$ cat src/rtl/trig_pkg.sv
package trig_pkg;
  localparam int unsigned DEF_NUM_CH = 16;

  typedef enum logic [1:0] {
    COND_LOW  = 2'b00,
    COND_HIGH = 2'b01,
    COND_RISE = 2'b10,
    COND_FALL = 2'b11
  } cond_e;

  function automatic cond_e decode_cond(input logic level, input logic pol);
    case ({level, pol})
      2'b11:   return COND_HIGH;
      2'b10:   return COND_LOW;
      2'b01:   return COND_FALL;
      default: return COND_RISE;
    endcase
  endfunction

  function automatic logic cond_hit(input cond_e kind, input logic cur,
                                    input logic prev, input logic prev_ok);
    case (kind)
      COND_HIGH: return cur;
      COND_LOW:  return !cur;
      COND_RISE: return prev_ok && !prev && cur;
      default:   return prev_ok && prev && !cur;
    endcase
  endfunction
endpackage

$ cat src/rtl/trig_hist.sv
module trig_hist #(
  parameter int unsigned W = 16
) (
  input  logic         clk_i,
  input  logic         rst_ni,
  input  logic         clr_i,
  input  logic         load_i,
  input  logic [W-1:0] d_i,
  output logic [W-1:0] q_o,
  output logic         valid_o
);
  always_ff @(posedge clk_i or negedge rst_ni) begin
    if (!rst_ni) begin
      q_o     <= '0;
      valid_o <= 1'b0;
    end else if (clr_i) begin
      q_o     <= '0;
      valid_o <= 1'b0;
    end else if (load_i) begin
      q_o     <= d_i;
      valid_o <= 1'b1;
    end
  end


  hist_clr_chk: assert property (@(posedge clk_i) disable iff (!rst_ni)
    clr_i |=> !valid_o);


  hist_hold_chk: assert property (@(posedge clk_i) disable iff (!rst_ni)
    (!clr_i && !load_i) |=> $stable(q_o) && $stable(valid_o));
endmodule

$ cat src/rtl/trig_cond.sv
module trig_cond
  import trig_pkg::*;
#(
  parameter int unsigned W = 16
) (
  input  logic [W-1:0] cur_i,
  input  logic [W-1:0] prev_i,
  input  logic         prev_ok_i,
  input  logic [W-1:0] need_i,
  input  logic [W-1:0] level_i,
  input  logic [W-1:0] pol_i,
  output logic         all_o
);
  logic [W-1:0] ok;

  for (genvar g = 0; g < W; g++) begin : g_ch
    cond_e kind;
    assign kind  = decode_cond(level_i[g], pol_i[g]);
    // unused channels pass vacuously
    assign ok[g] = !need_i[g] || cond_hit(kind, cur_i[g], prev_i[g], prev_ok_i);
  end

  assign all_o = &ok;
endmodule

$ cat src/rtl/trig_ctrl.sv
module trig_ctrl (
  input  logic clk_i,
  input  logic rst_ni,
  input  logic arm_i,
  input  logic strobe_i,
  input  logic match_i,
  output logic armed_o,
  output logic trig_o
);
  logic fire;
  assign fire = armed_o && strobe_i && !arm_i && match_i;

  always_ff @(posedge clk_i or negedge rst_ni) begin
    if (!rst_ni) begin
      armed_o <= 1'b0;
      trig_o  <= 1'b0;
    end else begin
      trig_o <= fire;
      if (arm_i)     armed_o <= 1'b1;
      else if (fire) armed_o <= 1'b0;
    end
  end


  pulse_once_chk: assert property (@(posedge clk_i) disable iff (!rst_ni)
    trig_o |=> !trig_o);


  disarm_chk: assert property (@(posedge clk_i) disable iff (!rst_ni)
    trig_o |-> !armed_o || $past(arm_i));


  arm_wins_chk: assert property (@(posedge clk_i) disable iff (!rst_ni)
    arm_i |=> !trig_o);
endmodule

$ cat src/rtl/trig_match.sv
module trig_match
  import trig_pkg::*;
#(
  parameter int unsigned NUM_CH = DEF_NUM_CH
) (
  input  logic              clk_i,
  input  logic              rst_ni,
  input  logic              arm_i,
  input  logic              strobe_i,
  input  logic [NUM_CH-1:0] sample_i,
  input  logic [NUM_CH-1:0] chan_mask_i,
  input  logic [NUM_CH-1:0] en_mask_i,
  input  logic [NUM_CH-1:0] level_mask_i,
  input  logic [NUM_CH-1:0] pol_mask_i,
  output logic              trig_o
);
  localparam int unsigned MW = NUM_CH;

  logic [MW-1:0] prev_q;
  logic [MW-1:0] need;
  logic          prev_ok;
  logic          match;
  logic          armed;

  assign need = chan_mask_i & en_mask_i;

  trig_hist #(.W(MW)) u_hist (
    .clk_i   (clk_i),
    .rst_ni  (rst_ni),
    .clr_i   (arm_i),
    .load_i  (strobe_i && !arm_i),
    .d_i     (sample_i),
    .q_o     (prev_q),
    .valid_o (prev_ok)
  );

  trig_cond #(.W(MW)) u_cond (
    .cur_i     (sample_i),
    .prev_i    (prev_q),
    .prev_ok_i (prev_ok),
    .need_i    (need),
    .level_i   (level_mask_i),
    .pol_i     (pol_mask_i),
    .all_o     (match)
  );

  trig_ctrl u_ctrl (
    .clk_i    (clk_i),
    .rst_ni   (rst_ni),
    .arm_i    (arm_i),
    .strobe_i (strobe_i),
    .match_i  (match),
    .armed_o  (armed),
    .trig_o   (trig_o)
  );


  fire_needs_arm_chk: assert property (@(posedge clk_i) disable iff (!rst_ni)
    trig_o |-> $past(armed) && $past(strobe_i));


  fire_needs_match_chk: assert property (@(posedge clk_i) disable iff (!rst_ni)
    (strobe_i && !match) |=> !trig_o);
endmodule

$ cat config.mk
export PLATFORM = sky130hd
export DESIGN_NAME = trig_match
export DESIGN_NICKNAME = d
export VERILOG_FILES = /design/src/rtl/trig_pkg.sv /design/src/rtl/trig_hist.sv /design/src/rtl/trig_cond.sv /design/src/rtl/trig_ctrl.sv /design/src/rtl/trig_match.sv
export SDC_FILE = /design/constraint.sdc
export NUM_CORES = 1
export LEC_CHECK = 0
export BUFFER_PORTS_ARGS = -buffer_cell sky130_fd_sc_hd__buf_4
export CAP_MARGIN = 10
export CORE_MARGIN = 3
export CORE_UTILIZATION = 45
export CTS_BUF_LIST = sky130_fd_sc_hd__clkbuf_8 sky130_fd_sc_hd__clkbuf_16
export DETAILED_ROUTE_END_ITERATION = 10
export PLACE_DENSITY = 0.85
export SYNTH_ARGS = -nofsm -noshare
export SYNTH_HDL_FRONTEND = slang
export SYNTH_SLANG_ARGS = --single-unit
$ cat constraint.sdc
create_clock -name clk_i -period 2.82 [get_ports clk_i]
set_clock_uncertainty 0.15 [all_clocks]
set_input_delay 0.564 -clock clk_i [delete_from_list [all_inputs] [get_ports clk_i]]
set_output_delay 0.564 -clock clk_i [all_outputs]
set_load 0.02 [all_outputs]
; ---- Yosys cells after proc, flatten, opt, wreduce, memory -nomap -nowiden
; Cells that the tools add are included.
[op_classes]
n_mux = 38
eq_ne = 80
n_bitwise = 1
reduce_logical = 152
[ops]
columns = cell, n
row1 = $eq 2x2->1 const B, 48
row2 = $pmux 2 s3, 16
row3 = $logic_and 1x1->1, 68
row4 = $eq 2x1->1 const B, 32
row5 = $logic_not 1->1, 49
row6 = $pmux 1 s3, 16
row7 = $logic_not 2->1, 16
row8 = $mux 16, 2
row9 = $and 16x16->16, 1
row10 = $logic_or 1x1->1, 16
row11 = $reduce_and 16->1, 1
row12 = $mux 1, 4
row13 = $reduce_bool 2->1, 2
[totals]
regBits = 19
out_inout_bits = 1

; ---- Longest topological paths before layout
[logic_depth]
depth_word = 9
ltp_mapped = 6

; ---- Hierarchy
; A second synthesis with hierarchy kept.
[hier_totals]
hier_cells = 180
area_unflattened_um2 = 1550.2
[by_module_without_submodules]
columns = mod, instances, cells_each, area_per_inst_um2
row1 = trig_hist, 1, 55, 694.4
row2 = trig_cond, 1, 103, 668.1
row3 = trig_match, 1, 17, 113.9
row4 = trig_ctrl, 1, 5, 73.8

; ---- Worst setup path after synthesis
; No wires, ideal clock.
[synth_timing]
kind = in2reg
from = input pol_mask_i[4]
to = register u_ctrl.armed_o
arrival_ps = 2121
setup_slack_ps = 423
setup_ps = 126
path_stages = 5
path_cell_list = or4b_1 > a32oi_1 > o22ai_1 > or4b_1 > o32a_1
[synth_between]
elab_chain_len = 8
word_cells_on_any_way = 12
classes_between = eq/ne (5) / mux (2) / reduce/logical (5)
[synth_lines]
columns = element, line_no
row1 = start: declaration, trig_match.sv:14  ; input logic [NUM_CH-1:0] pol_mask_i,
row2 = $eq 2x1->1 or $eq 2x2->1 (tied branches), trig_pkg.sv:12  ; case ({level, pol})
row3 = $pmux 2 s3 (*), trig_pkg.sv:12
row4 = "$eq 2x2->1, or another cell as far along", trig_pkg.sv:22  ; case (kind)
row5 = $pmux 1 s3 (*), trig_pkg.sv:22
row6 = $logic_or 1x1->1 (*), trig_cond.sv:20  ; assign ok[g] = !need_i[g] || cond_hit(kind, cur_i[g], prev_i[g], prev_ok_i);
row7 = $reduce_and 16->1 (*), trig_cond.sv:23  ; assign all_o = &ok;
row8 = $logic_and 1x1->1 (*), trig_ctrl.sv:11  ; assign fire = armed_o && strobe_i && !arm_i && match_i;
row9 = $reduce_bool 2->1 (no source line) (*), --
row10 = end signal: assignment, trig_ctrl.sv:15  ; armed_o <= 1'b0;
row11 = end signal: assignment, trig_ctrl.sv:19  ; if (arm_i) armed_o <= 1'b1;
row12 = end signal: assignment, trig_ctrl.sv:20  ; else if (fire) armed_o <= 1'b0;
row13 = end: declaration, trig_ctrl.sv:7  ; output logic armed_o,
; Every way passes the cells marked *; elsewhere a longest branch is shown, timed or not.
; A chain may end at the register's enable or synchronous reset.

; ---- Final worst setup path
; Same ends and word-level chain as after synthesis.

==> flow_metrics.tcl <==
set metrics [dict create \
    dr_total_vias 1720 \
    crit_chain "buf_4 > or4b_1 > a32oi_1 > o22ai_1 > or4b_1 > o32a_1" \
    sw_frac_of_total_pct 27.9 \
    critical_path_required_ps 2810 \
    p_leak_nw 1.14 \
    post-cts-setup-buffers 0 \
    clockRootBuffer "clkbuf_8" \
    final_common_cell "buf_4" \
    clock_latency_ps 250 \
    timing_max_transition_violations_final 0 \
    grt_start_max_net_pins 20 \
    synth-edff-count 0 \
    rows 21 \
    globalRouteTotalUtil_pct 18.8 \
    rsz0062_at_grt "no" \
    power-per-cell-area_nw_per_um2 312 \
    peakVddDrop_mv 0.173 \
    r2r_start "u_hist.q_o[4]" \
    gp_routability_congestion 0.787 \
    ys_seq_area_share_pct 29.5 \
    final_util_pct 68.9 \
    finalSetupTns_ps 0 \
    clock.fmax_mhz 431 \
    r2r.worst_path.cells 5 \
    netlist_instances 193 \
    viasPerCell 5.33 \
    met2_usage_pct 31.5 \
    drc 0 \
    combinationalPowerShare_pct 32.7 \
    tritoncts_num_sinks 19 \
    cts_tree "yes" \
    port_buffers 84 \
    drt_pre_antenna_iters 4 \
    multi_input_area_um2 1100 \
    fillCellCount 299 \
    cts-root-to-sink-buffers 2 \
    grt_antenna_before_repair 0 \
    synth.lib_cells_used.distinct 32 \
    postSynth.asyncResetShare_pct 100 \
    timing.critical_path.mode_cell "or4b_1" \
    cts_hold_repair.buffers 0 \
    floorplan.initialDensity_pct 47.5 \
    clk_transition_reported_paths_ps 80 \
    grt.met3_usage_pct 3.57 \
    antennaDiodeCount 0 \
    synth_fp_nets 277 \
    detailedRoute.firstIterationViolations 44 \
    p_int_mw 0.525 \
    cts_buffers 3 \
    finalCriticalPeriod_ps 2320 \
    sequentialPowerShare_pct 40.9 \
    place_hpwl_um 3360 \
    synth_warnings 0 \
    grt_first_pass_wirelength_um 6430 \
    arrival_ps 2310 \
    fp.dieArea_um2 4340 \
    detail_route.wl_per_cell_um 12.8 \
    area_growth_syn_to_layout_pct 44.9 \
    critical_path_top_delay_cell "or4b_1" \
    outcome "complete, no violations" \
    htree_levels 1 \
    timing_hold_violations_final 0 \
    p_sw_mw 0.203 \
    layer_carrying_the_most_global_route_usage "met2" \
    number_of_global_route_vias_before_repair 1508 \
    final.period_utilization_pct 82.2 \
    syn_area_um2 1610 \
    timing.rr.end "u_ctrl.armed_o" \
    avgSynthCellArea_um2 8.35 \
    cp_top_family "simple AND/OR/NAND/NOR gates" \
    core_area_um2 3390 \
    dominant_register_cell_in_the_synthesized_netlist "dfrtp_1" \
    setup_viol 0 \
    die-width_um 65.8 \
    timing.hold.ws_ps 19.9 \
    grt_overflow 0 \
    routed_wirelength_um 4130 \
    criticalPathCategory "primary input to flop" \
    power_frac_clock_pct 26.4 \
    worst_pin_slew_ps 333 \
    timing.critical_path.buf_inv 1 \
    reg2reg_setup_slack_ps 520 \
    io_pins 85 \
    maximum_fanout_encountered_on_the_critical_timing_path 4 \
    worstSetupEndpointType "flop" \
    nNetsFinal 362 \
    max-cap-violations 0 \
    slew_headroom_pct 77.6 \
    layout.cells.most_common_list "buf_4, nand2_1, nor2_1" \
    max_stage_delay_ps 520 \
    dieHeight_um 65.8 \
    layout.area.seq_um2 475 \
    ant_nets 0 \
    groute.layer.met1.usage_pct 25.3 \
    post_route_cells_drive_above_1_share_pct 32.1 \
    ctsResizeCount 0 \
    synth.ff_latch_count 19 \
    p_total_mw 0.728 \
    setup.worst_path.start_class "primary input" \
    holdCritPathClass "primary input to asynchronous set/reset pin" \
]
[state kept, by name, indices dropped and copies added (netlist names)]
name	cells
u_hist.q_o	16
u_hist.valid_o	1
u_ctrl.trig_o	1
u_ctrl.armed_o	1
[cells in the mapped netlist (all sizes together), types with 4 or more instances]
library cell	instances	share of area, %
nand2	21	4.9
nor2	21	4.9
dfrtp	19	30
mux2i	16	9.9
and3b	13	7.1
xnor2	13	7.1
a21oi	11	3.4
nor2b	10	3.9
nor3b	10	4.7
o21ai	10	3.1
a32oi	7	3.8
inv	4	0.93
nand2b	4	1.6
[cell families (layout without fill, tap and decap cells)]
family	count (synthesis)	count (layout)	share of synthesized area, %
buf+inv	9	93	2.10
xor+xnor	13	13	7.07
compound gates	40	40	16.7
simple gates	96	96	34.7
mux	16	16	9.94
flops	19	19	29.5
[worst max-delay path by stage]
stage | cells past startpoint | to | startpoint | slack, ps
2_1_floorplan | 5 | u_ctrl.armed_o | pol_mask_i[4] | 420
3_3_place_gp | 6 | u_ctrl.armed_o | pol_mask_i[4] | 240
3_5_place_dp | 6 | u_ctrl.armed_o | pol_mask_i[4] | 230
4_1_cts | 6 | u_ctrl.armed_o | pol_mask_i[4] | 500
5_1_grt | 5 | u_ctrl.armed_o | u_hist.valid_o | 370
6_report | 6 | u_ctrl.armed_o | pol_mask_i[4] | 500
[metal layers]
metal / share of wire (%) / wire length, um
met5: 0 / 0
met3: 7.6 / 312
met1: 45 / 1850
met4: 0.32 / 13
met2: 47 / 1950
[metrics by stage]
step | cells | setup WS, ps | cell area, um2
2_1_floorplan | 193 | 423 | 1610
3_3_place_gp | 319 | 242 | 2290
3_5_place_dp | 319 | 230 | 2290
4_1_cts | 323 | 502 | 2330
5_1_grt | 323 | 374 | 2330
6_report | 323 | 501 | 2330
[area by class of cell]
type,count,share of cell area (%)
well taps,46,2.47
inverters,4,0.643
clock inverters,1,0.214
clock buffers,3,1.77
repair buffers,85,27.3
multi-input cells,165,47.2
flip-flops and latches,19,20.4
[power groups by stage]
| stage | Sequential, mW | Clock [mW] | Combinational, mW |
|---|---|---|---|
| 5_1_grt | 0.300 | 0.209 | 0.264 |
| 6_report | 0.298 | 0.192 | 0.238 |
| 3_3_place_gp | 0.302 | 0 | 0.234 |
| 4_1_cts | 0.297 | 0.196 | 0.240 |
| 3_5_place_dp | 0.302 | 0 | 0.239 |
| 2_1_floorplan | 0.301 | 0 | 0.108 |
Power figures use the tool's default switching activity.
